### config.mk
export PLATFORM = sky130hd
export DESIGN_NAME = cnt_enable_csr
export DESIGN_NICKNAME = d
export VERILOG_FILES = /design/src/rtl/cnten_pkg.sv /design/src/rtl/sel_match.sv /design/src/rtl/access_arbiter.sv /design/src/rtl/enable_bits.sv /design/src/rtl/cnt_enable_csr.sv
export SDC_FILE = /design/constraint.sdc
export NUM_CORES = 1
export LEC_CHECK = 0
export BUFFER_PORTS_ARGS = -buffer_cell sky130_fd_sc_hd__buf_2
export CAP_MARGIN = 20
export CORE_ASPECT_RATIO = 0.5
export CORE_MARGIN = 3
export CORE_UTILIZATION = 40
export DETAILED_ROUTE_END_ITERATION = 10
export GPL_ROUTABILITY_DRIVEN = 0
export HOLD_SLACK_MARGIN = 0.05
export PLACE_DENSITY = 0.8
export SETUP_SLACK_MARGIN = 0.05
export SYNTH_ARGS = -nofsm -noshare
export SYNTH_HDL_FRONTEND = slang
export SYNTH_SLANG_ARGS = --single-unit
### constraint.sdc
create_clock -name clk -period 0.8 [get_ports clk]
set_input_delay 0.08 -clock clk [delete_from_list [all_inputs] [get_ports clk]]
set_output_delay 0.08 -clock clk [all_outputs]
set_load 0.02 [all_outputs]
### src/rtl/cnten_pkg.sv
package cnten_pkg;

  typedef enum logic [1:0] {
    V_DO    = 2'd0,
    V_UNDEF = 2'd1,
    V_TRAP  = 2'd2
  } verdict_e;

  typedef struct packed {
    verdict_e    kind;
    logic [1:0]  target;
    logic [5:0]  syndrome;
  } outcome_t;

  localparam logic [5:0] SYN_SYSACC = 6'h03;

  function automatic outcome_t oc_do();
    outcome_t o;
    o.kind = V_DO; o.target = 2'd0; o.syndrome = 6'h00;
    return o;
  endfunction

  function automatic outcome_t oc_undef();
    outcome_t o;
    o.kind = V_UNDEF; o.target = 2'd0; o.syndrome = 6'h00;
    return o;
  endfunction

  function automatic outcome_t oc_trap(input logic [1:0] lvl);
    outcome_t o;
    o.kind = V_TRAP; o.target = lvl; o.syndrome = SYN_SYSACC;
    return o;
  endfunction

  // Next state of one enable bit: a set beats a clear.
  function automatic logic next_bit(input logic cur, input logic set_b, input logic clr_b);
    return set_b | (cur & ~clr_b);
  endfunction

endpackage

### src/rtl/sel_match.sv
module sel_match #(
  parameter int COPROC = 15,
  parameter int OPC1   = 0,
  parameter int CRN    = 13,
  parameter int CRM    = 3,
  parameter int OPC2   = 1
) (
  input  logic [3:0] coproc,
  input  logic [2:0] opc1,
  input  logic [3:0] crn,
  input  logic [3:0] crm,
  input  logic [2:0] opc2,
  output logic       hit
);
  assign hit = (coproc == 4'(COPROC)) && (opc1 == 3'(OPC1)) &&
               (crn == 4'(CRN)) && (crm == 4'(CRM)) && (opc2 == 3'(OPC2));
endmodule

### src/rtl/access_arbiter.sv
module access_arbiter
  import cnten_pkg::*;
#(
  parameter int TOP_LEVEL = 3
) (
  input  logic       is_write,
  input  logic [1:0] level,
  input  logic       no_groups,
  input  logic       user_acc_en,
  input  logic       l2_route_user,
  input  logic       l2_sysreg_trap,
  input  logic       l2_monitor_trap,
  input  logic       l3_monitor_trap,
  input  logic       l3_undef_sel,
  input  logic       fg_trap,
  input  logic       fg_enable,
  output outcome_t   verdict
);
  localparam logic [1:0] TOP_LVL = 2'(TOP_LEVEL);
  localparam bit HAS_L2 = (TOP_LEVEL >= 2);
  localparam bit HAS_L3 = (TOP_LEVEL == 3);

  logic     l2_sys_hit, l2_mon_hit, l3_hit, fg_hit;
  outcome_t l3_result;

  assign l2_sys_hit = HAS_L2 && l2_sysreg_trap;
  assign l2_mon_hit = HAS_L2 && l2_monitor_trap;
  assign l3_hit     = HAS_L3 && l3_monitor_trap;
  assign fg_hit     = HAS_L2 && fg_trap && (!HAS_L3 || fg_enable);
  assign l3_result  = l3_undef_sel ? oc_undef() : oc_trap(2'd3);

  always_comb begin
    verdict = oc_do();
    if (no_groups) begin
      verdict = oc_undef();
    end else if (is_write) begin
      if (level == 2'd1 && l2_sys_hit) verdict = oc_trap(2'd2);
      else if (level == TOP_LVL)       verdict = oc_do();
      else                             verdict = oc_undef();
    end else begin
      unique case (level)
        2'd3: verdict = HAS_L3 ? oc_do() : oc_undef();
        2'd2: begin
          if (!HAS_L2)     verdict = oc_undef();
          else if (l3_hit) verdict = l3_result;
          else             verdict = oc_do();
        end
        2'd1: begin
          if (l2_sys_hit)      verdict = oc_trap(2'd2);
          else if (l2_mon_hit) verdict = oc_trap(2'd2);
          else if (l3_hit)     verdict = l3_result;
          else                 verdict = oc_do();
        end
        default: begin
          if (!user_acc_en)    verdict = (l2_route_user && HAS_L2) ? oc_trap(2'd2) : oc_trap(2'd1);
          else if (l2_sys_hit) verdict = oc_trap(2'd2);
          else if (l2_mon_hit) verdict = oc_trap(2'd2);
          else if (fg_hit)     verdict = oc_trap(2'd2);
          else if (l3_hit)     verdict = l3_result;
          else                 verdict = oc_do();
        end
      endcase
    end
  end
endmodule

### src/rtl/enable_bits.sv
module enable_bits
  import cnten_pkg::*;
#(
  parameter int NCNT = 16
) (
  input  logic            clk,
  input  logic            rst_n,
  input  logic            set_we,
  input  logic [NCNT-1:0] set_mask,
  input  logic            clr_we,
  input  logic [NCNT-1:0] clr_mask,
  output logic [NCNT-1:0] en_q
);
  logic [NCNT-1:0] set_eff, clr_eff;
  assign set_eff = set_we ? set_mask : '0;
  assign clr_eff = clr_we ? clr_mask : '0;

  for (genvar b = 0; b < NCNT; b++) begin : g_bit
    logic bit_q;
    always_ff @(posedge clk or negedge rst_n) begin
      if (!rst_n) bit_q <= 1'b0;
      else        bit_q <= next_bit(bit_q, set_eff[b], clr_eff[b]);
    end
    assign en_q[b] = bit_q;
  end

  logic [NCNT-1:0] collide;
  assign collide = set_eff & clr_eff;

  assert_set_wins_R5: assert property (@(posedge clk) disable iff (!rst_n)
    (|collide) |=> ((en_q & $past(collide)) == $past(collide)));

  assert_clear_takes_R5: assert property (@(posedge clk) disable iff (!rst_n)
    (clr_we && !set_we) |=> ((en_q & $past(clr_mask)) == '0));
endmodule

### src/rtl/cnt_enable_csr.sv
module cnt_enable_csr
  import cnten_pkg::*;
#(
  parameter int NCNT      = 16,
  parameter int REG_W     = 32,
  parameter int GRP_W     = 4,
  parameter int TOP_LEVEL = 3
) (
  input  logic             clk,
  input  logic             rst_n,
  input  logic             req_valid,
  input  logic             req_write,
  input  logic [3:0]       req_coproc,
  input  logic [2:0]       req_opc1,
  input  logic [3:0]       req_crn,
  input  logic [3:0]       req_crm,
  input  logic [2:0]       req_opc2,
  input  logic [REG_W-1:0] req_wdata,
  input  logic [1:0]       cur_level,
  input  logic [GRP_W-1:0] group_count,
  input  logic             user_acc_en,
  input  logic             l2_route_user,
  input  logic             l2_sysreg_trap,
  input  logic             l2_monitor_trap,
  input  logic             l3_monitor_trap,
  input  logic             l3_undef_sel,
  input  logic             fg_trap,
  input  logic             fg_enable,
  input  logic             clr_we,
  input  logic [NCNT-1:0]  clr_mask,
  output logic             rsp_valid,
  output logic             rsp_perform,
  output logic             rsp_undef,
  output logic             rsp_trap,
  output logic [1:0]       rsp_target,
  output logic [5:0]       rsp_syndrome,
  output logic [REG_W-1:0] rsp_rdata,
  output logic [NCNT-1:0]  cnt_enable
);
  localparam logic [1:0] TOP_LVL = 2'(TOP_LEVEL);

  logic     sel_hit, req_hit, no_groups, perform_now, set_we;
  outcome_t verdict;

  sel_match u_sel (
    .coproc(req_coproc), .opc1(req_opc1), .crn(req_crn),
    .crm(req_crm), .opc2(req_opc2), .hit(sel_hit)
  );

  assign req_hit   = req_valid && sel_hit;
  assign no_groups = (group_count == '0);

  access_arbiter #(.TOP_LEVEL(TOP_LEVEL)) u_arb (
    .is_write(req_write), .level(cur_level), .no_groups(no_groups),
    .user_acc_en(user_acc_en), .l2_route_user(l2_route_user),
    .l2_sysreg_trap(l2_sysreg_trap), .l2_monitor_trap(l2_monitor_trap),
    .l3_monitor_trap(l3_monitor_trap), .l3_undef_sel(l3_undef_sel),
    .fg_trap(fg_trap), .fg_enable(fg_enable), .verdict(verdict)
  );

  assign perform_now = req_hit && (verdict.kind == V_DO);
  assign set_we      = perform_now && req_write;

  enable_bits #(.NCNT(NCNT)) u_bits (
    .clk(clk), .rst_n(rst_n), .set_we(set_we),
    .set_mask(req_wdata[NCNT-1:0]), .clr_we(clr_we),
    .clr_mask(clr_mask), .en_q(cnt_enable)
  );

  always_ff @(posedge clk or negedge rst_n) begin
    if (!rst_n) begin
      rsp_valid    <= 1'b0;
      rsp_perform  <= 1'b0;
      rsp_undef    <= 1'b0;
      rsp_trap     <= 1'b0;
      rsp_target   <= 2'd0;
      rsp_syndrome <= 6'd0;
      rsp_rdata    <= '0;
    end else begin
      rsp_valid    <= req_hit;
      rsp_perform  <= perform_now;
      rsp_undef    <= req_hit && (verdict.kind == V_UNDEF);
      rsp_trap     <= req_hit && (verdict.kind == V_TRAP);
      rsp_target   <= req_hit ? verdict.target : 2'd0;
      rsp_syndrome <= req_hit ? verdict.syndrome : 6'd0;
      rsp_rdata    <= (perform_now && !req_write) ? REG_W'(cnt_enable) : '0;
    end
  end

  assert_one_result_R6: assert property (@(posedge clk) disable iff (!rst_n)
    rsp_valid |-> $onehot({rsp_perform, rsp_undef, rsp_trap}));

  assert_trap_fields_R6: assert property (@(posedge clk) disable iff (!rst_n)
    rsp_trap |-> (rsp_target != 2'd0 && rsp_syndrome == 6'h03));

  assert_upper_zero_R4: assert property (@(posedge clk) disable iff (!rst_n)
    (rsp_rdata >> NCNT) == '0);

  assert_no_select_R2: assert property (@(posedge clk) disable iff (!rst_n)
    !req_hit |=> !rsp_valid);

  assert_no_groups_R7: assert property (@(posedge clk) disable iff (!rst_n)
    (req_hit && no_groups) |=> rsp_undef);

  assert_write_level_R8: assert property (@(posedge clk) disable iff (!rst_n)
    (req_hit && req_write && cur_level != TOP_LVL && cur_level != 2'd1) |=> rsp_undef);

  assert_top_read_R9: assert property (@(posedge clk) disable iff (!rst_n)
    (req_hit && !req_write && cur_level == TOP_LVL && !no_groups) |=> rsp_perform);

  assert_zero_keeps_R3: assert property (@(posedge clk) disable iff (!rst_n)
    !clr_we |=> ((cnt_enable & $past(cnt_enable)) == $past(cnt_enable)));
endmodule

==> run_results.csv <==
group,metric,value,unit
run_status,status,"finished with violations",
run_status,violations,"negative setup slack",
worst_setup_path,start_kind,"input port",
cts,htreeDepth,2,
logic_synthesis,synth_warnings,0,
logic_synthesis,avgSynthCellArea,10.3,um2
global_routing,grt_pass1_vias,2016,
sta,timing.hold.ws,0.0515,ns
logic_synthesis,synthCells,205,
logic_synthesis,ys_seq_area_frac,0.463,
sta,hold_viol_final,0,
cts,cts_buffer_depth,2,
sta,slew_violations,0,
routing,antenna_left,0,
floorplanning,fp.dieW,109,um
global_routing,grt_pass1_wl,9490,um
place,dpl.hpwl,3850,um
routing,firstDrtPassIters,4,
logic_synthesis,synth_edf_count,0,
final_layout,stdcell_area,0.00346,mm2
routing,drt-initial-drc-count,67,
sta,final.setup.worst_slack,-0.357,ns
place,dpl_cell_area,0.00266,mm2
floorplanning,die_h,57.3,um
floorplanning,die-area,0.00623,mm2
place,port_buffers,108,
sta,rsz0062_at_grt,"yes",
sta,setup_viol,79,
cts,tritoncts,"done",
worst_setup_path,worstPathMaxFanout,17,
cts,clkSinkCount,39,
global_routing,gr-total-overflow,0,
global_routing,antenna_found_initial,0,
cts,numCtsBuffers,5,
routing,drc,0,
final_layout,diodes,0,
pwr,ir_drop,0.700,mV
routing,num_vias,1917,
pwr,p_leak,0.00181,uW
logic_synthesis,syn_area,0.00211,mm2
logic_synthesis,ys_async_sr_fraction,1.00,
final_layout,fin_nets,433,
final_layout,post_route_cells_drive_above_1_share,0.562,
worst_setup_path,cp-end-kind,"register",
logic_synthesis,synth_ff_type,"dfrtp_1",
pwr,total_power,4570,uW
sta,post-route-period-util,1.45,
floorplanning,rows,17,
floorplanning,coreArea,0.00472,mm2
floorplanning,start_util,0.446,
routing,vias_per_cell,4.62,
final_layout,area_delta_synth_final,64.0,%
pwr,p_per_area,1320,mW/mm2
hold_path,hp-class,"input port to register",
routing,wire_per_inst,14.7,um
sta,fin_skew,0.000614,ns
cts,worstSkewPairLatency,0.29,ns
worst_setup_path,required,1.01,ns
sta,post-route-min-period,1.16,ns
flow_run,drv_cap,0,
logic_synthesis,yosys_register_bits,39,
worst_setup_path,crit_arrival,1.36,ns
sta,max_freq,864,MHz
global_routing,grt_max_degree,40,
global_routing,grt.total_usage,0.195,
worst_setup_path,critical_path_class,"input port to register",
cts,clk_pin_slew,0.07,ns
cts,clockRootBuffer,"clkbuf_8",
logic_synthesis,ys_types,38,
floorplanning,boundaryPins,145,
routing,wirelength,6120,um
[layout by cell type (no fill, tap or decap), drive strengths merged]
master,n
a21oi,1
nand3b,1
dfrtp,39
clkbuf,6
dlygate4sd3,18
nor2,5
and3b,1
o2111ai,1
nand2,35
nand2b,2
conb,20
bufinv,2
o311a,1
nor4,2
inv,17
and4b,1
o211a,1
o21bai,1
o21a,1
a2111oi,1
and2,1
nor2b,1
o21ai,18
a211oi,1
nor3,4
nor3b,18
a21boi,1
o22ai,1
and4bb,1
nand4,2
o211ai,1
buf,143
a21o,1
[worst max-delay path: stages]
cell and delay (ns):
buf_6 0.09, and4bb_1 0.24, nand4_1 0.18, nor3_4 0.28, o211ai_4 0.12, buf_12 0.18
nor3b_1 0.18
[where the power goes]
group          switching (uW)  total (uW)  internal (uW)
Clock                     680        1930           1250
Combinational             362         673            310
Sequential            0.00156        1970           1970
Total                    1040        4570           3530
[Yosys cell counts (2+ instances only)]
master / count / area share
nor3b_1: 9 / 0.032
nor2_1: 5 / 0.0089
buf_4: 37 / 0.13
nor3_1: 3 / 0.0071
nand2_1: 35 / 0.062
o21ai_2: 10 / 0.042
o21ai_0: 7 / 0.017
nor3b_2: 9 / 0.053
nand4_1: 2 / 0.0059
inv_1: 17 / 0.030
nand2b_1: 2 / 0.0059
clkbuf_1: 3 / 0.0053
dfrtp_1: 39 / 0.46
buf_6: 3 / 0.016
[routing by layer]
| layer | track usage | part of all wire | vias to the layer above |
|---|---|---|---|
| met1 | 0.220 | 0.37 | 920 |
| li1 | - | - | 903 |
| met3 | 0.0249 | 0.053 | 18 |
| met2 | 0.376 | 0.55 | 76 |
| met5 | 0 | 0 | - |
| met4 | 0.0755 | 0.027 | 0 |
[path summary, 6_finish.rpt]
path / startpoint / to / slack, ns / cells past startpoint
setup / recovery: req_opc2[2] / rsp_rdata[0]$_DFF_PN0_ / -0.36 / 7
hold / removal: clr_mask[8] / u_bits.g_bit[8].bit_q$_DFF_PN0_ / 0.05 / 4
setup reg to reg: u_bits.g_bit[13].bit_q$_DFF_PN0_ / rsp_rdata[13]$_DFF_PN0_ / -0.04 / 2
hold reg to reg: u_bits.g_bit[7].bit_q$_DFF_PN0_ / u_bits.g_bit[7].bit_q$_DFF_PN0_ / 0.54 / 2
max in group asynchronous: rst_n / rsp_valid$_DFF_PN0_ / 0.33 / 3
min in group asynchronous: rst_n / rsp_rdata[2]$_DFF_PN0_ / 0.28 / 3
[state kept, by name, summed over array words and instances (netlist names)]
register            cells
rsp_trap                1
rsp_undef               1
rsp_perform             1
u_bits.g_bit.bit_q     16
rsp_target              2
rsp_rdata              16
rsp_syndrome            1
rsp_valid               1
[area by class of cell]
cell class              count  area, um2
inverters                  17       63.8
repair buffers            161       1280
multi-input cells         124        918
clock buffers               6       72.6
well taps                  66       82.6
flip-flops and latches     39        976
clock inverters             2       60.1
fillers                   317       1260
[per-stage QoR]
step,TNS [ns],util,worst slack (ns),instances
6_report,-15.62,0.732,-0.357,415
5_1_grt,-20.24,0.732,-0.464,415
4_1_cts,-15.55,0.720,-0.365,413
3_5_place_dp,-25.72,0.563,-0.794,372
3_3_place_gp,-22.17,0.563,-0.631,372
2_1_floorplan,-15.58,-,-0.476,224
[what timing repair did]
| item | in CTS | in global routing |
|---|---|---|
| pin swaps | 10 | 2 |
| endpoints found under the hold margin | 55 | 0 |
| hold buffers | 18 | 0 |
| gates resized for setup | 102 | 9 |
| endpoints found under the setup margin | 79 | 79 |
| buffers inserted | 16 | 2 |
[cell families after synthesis]
group | Yosys count | share of synthesized area
buf+inv | 61 | 0.186
compound gates | 30 | 0.127
simple gates | 74 | 0.223
other cells | 1 | 0.00178
flops | 39 | 0.463
(Power assumes the default switching activity.)
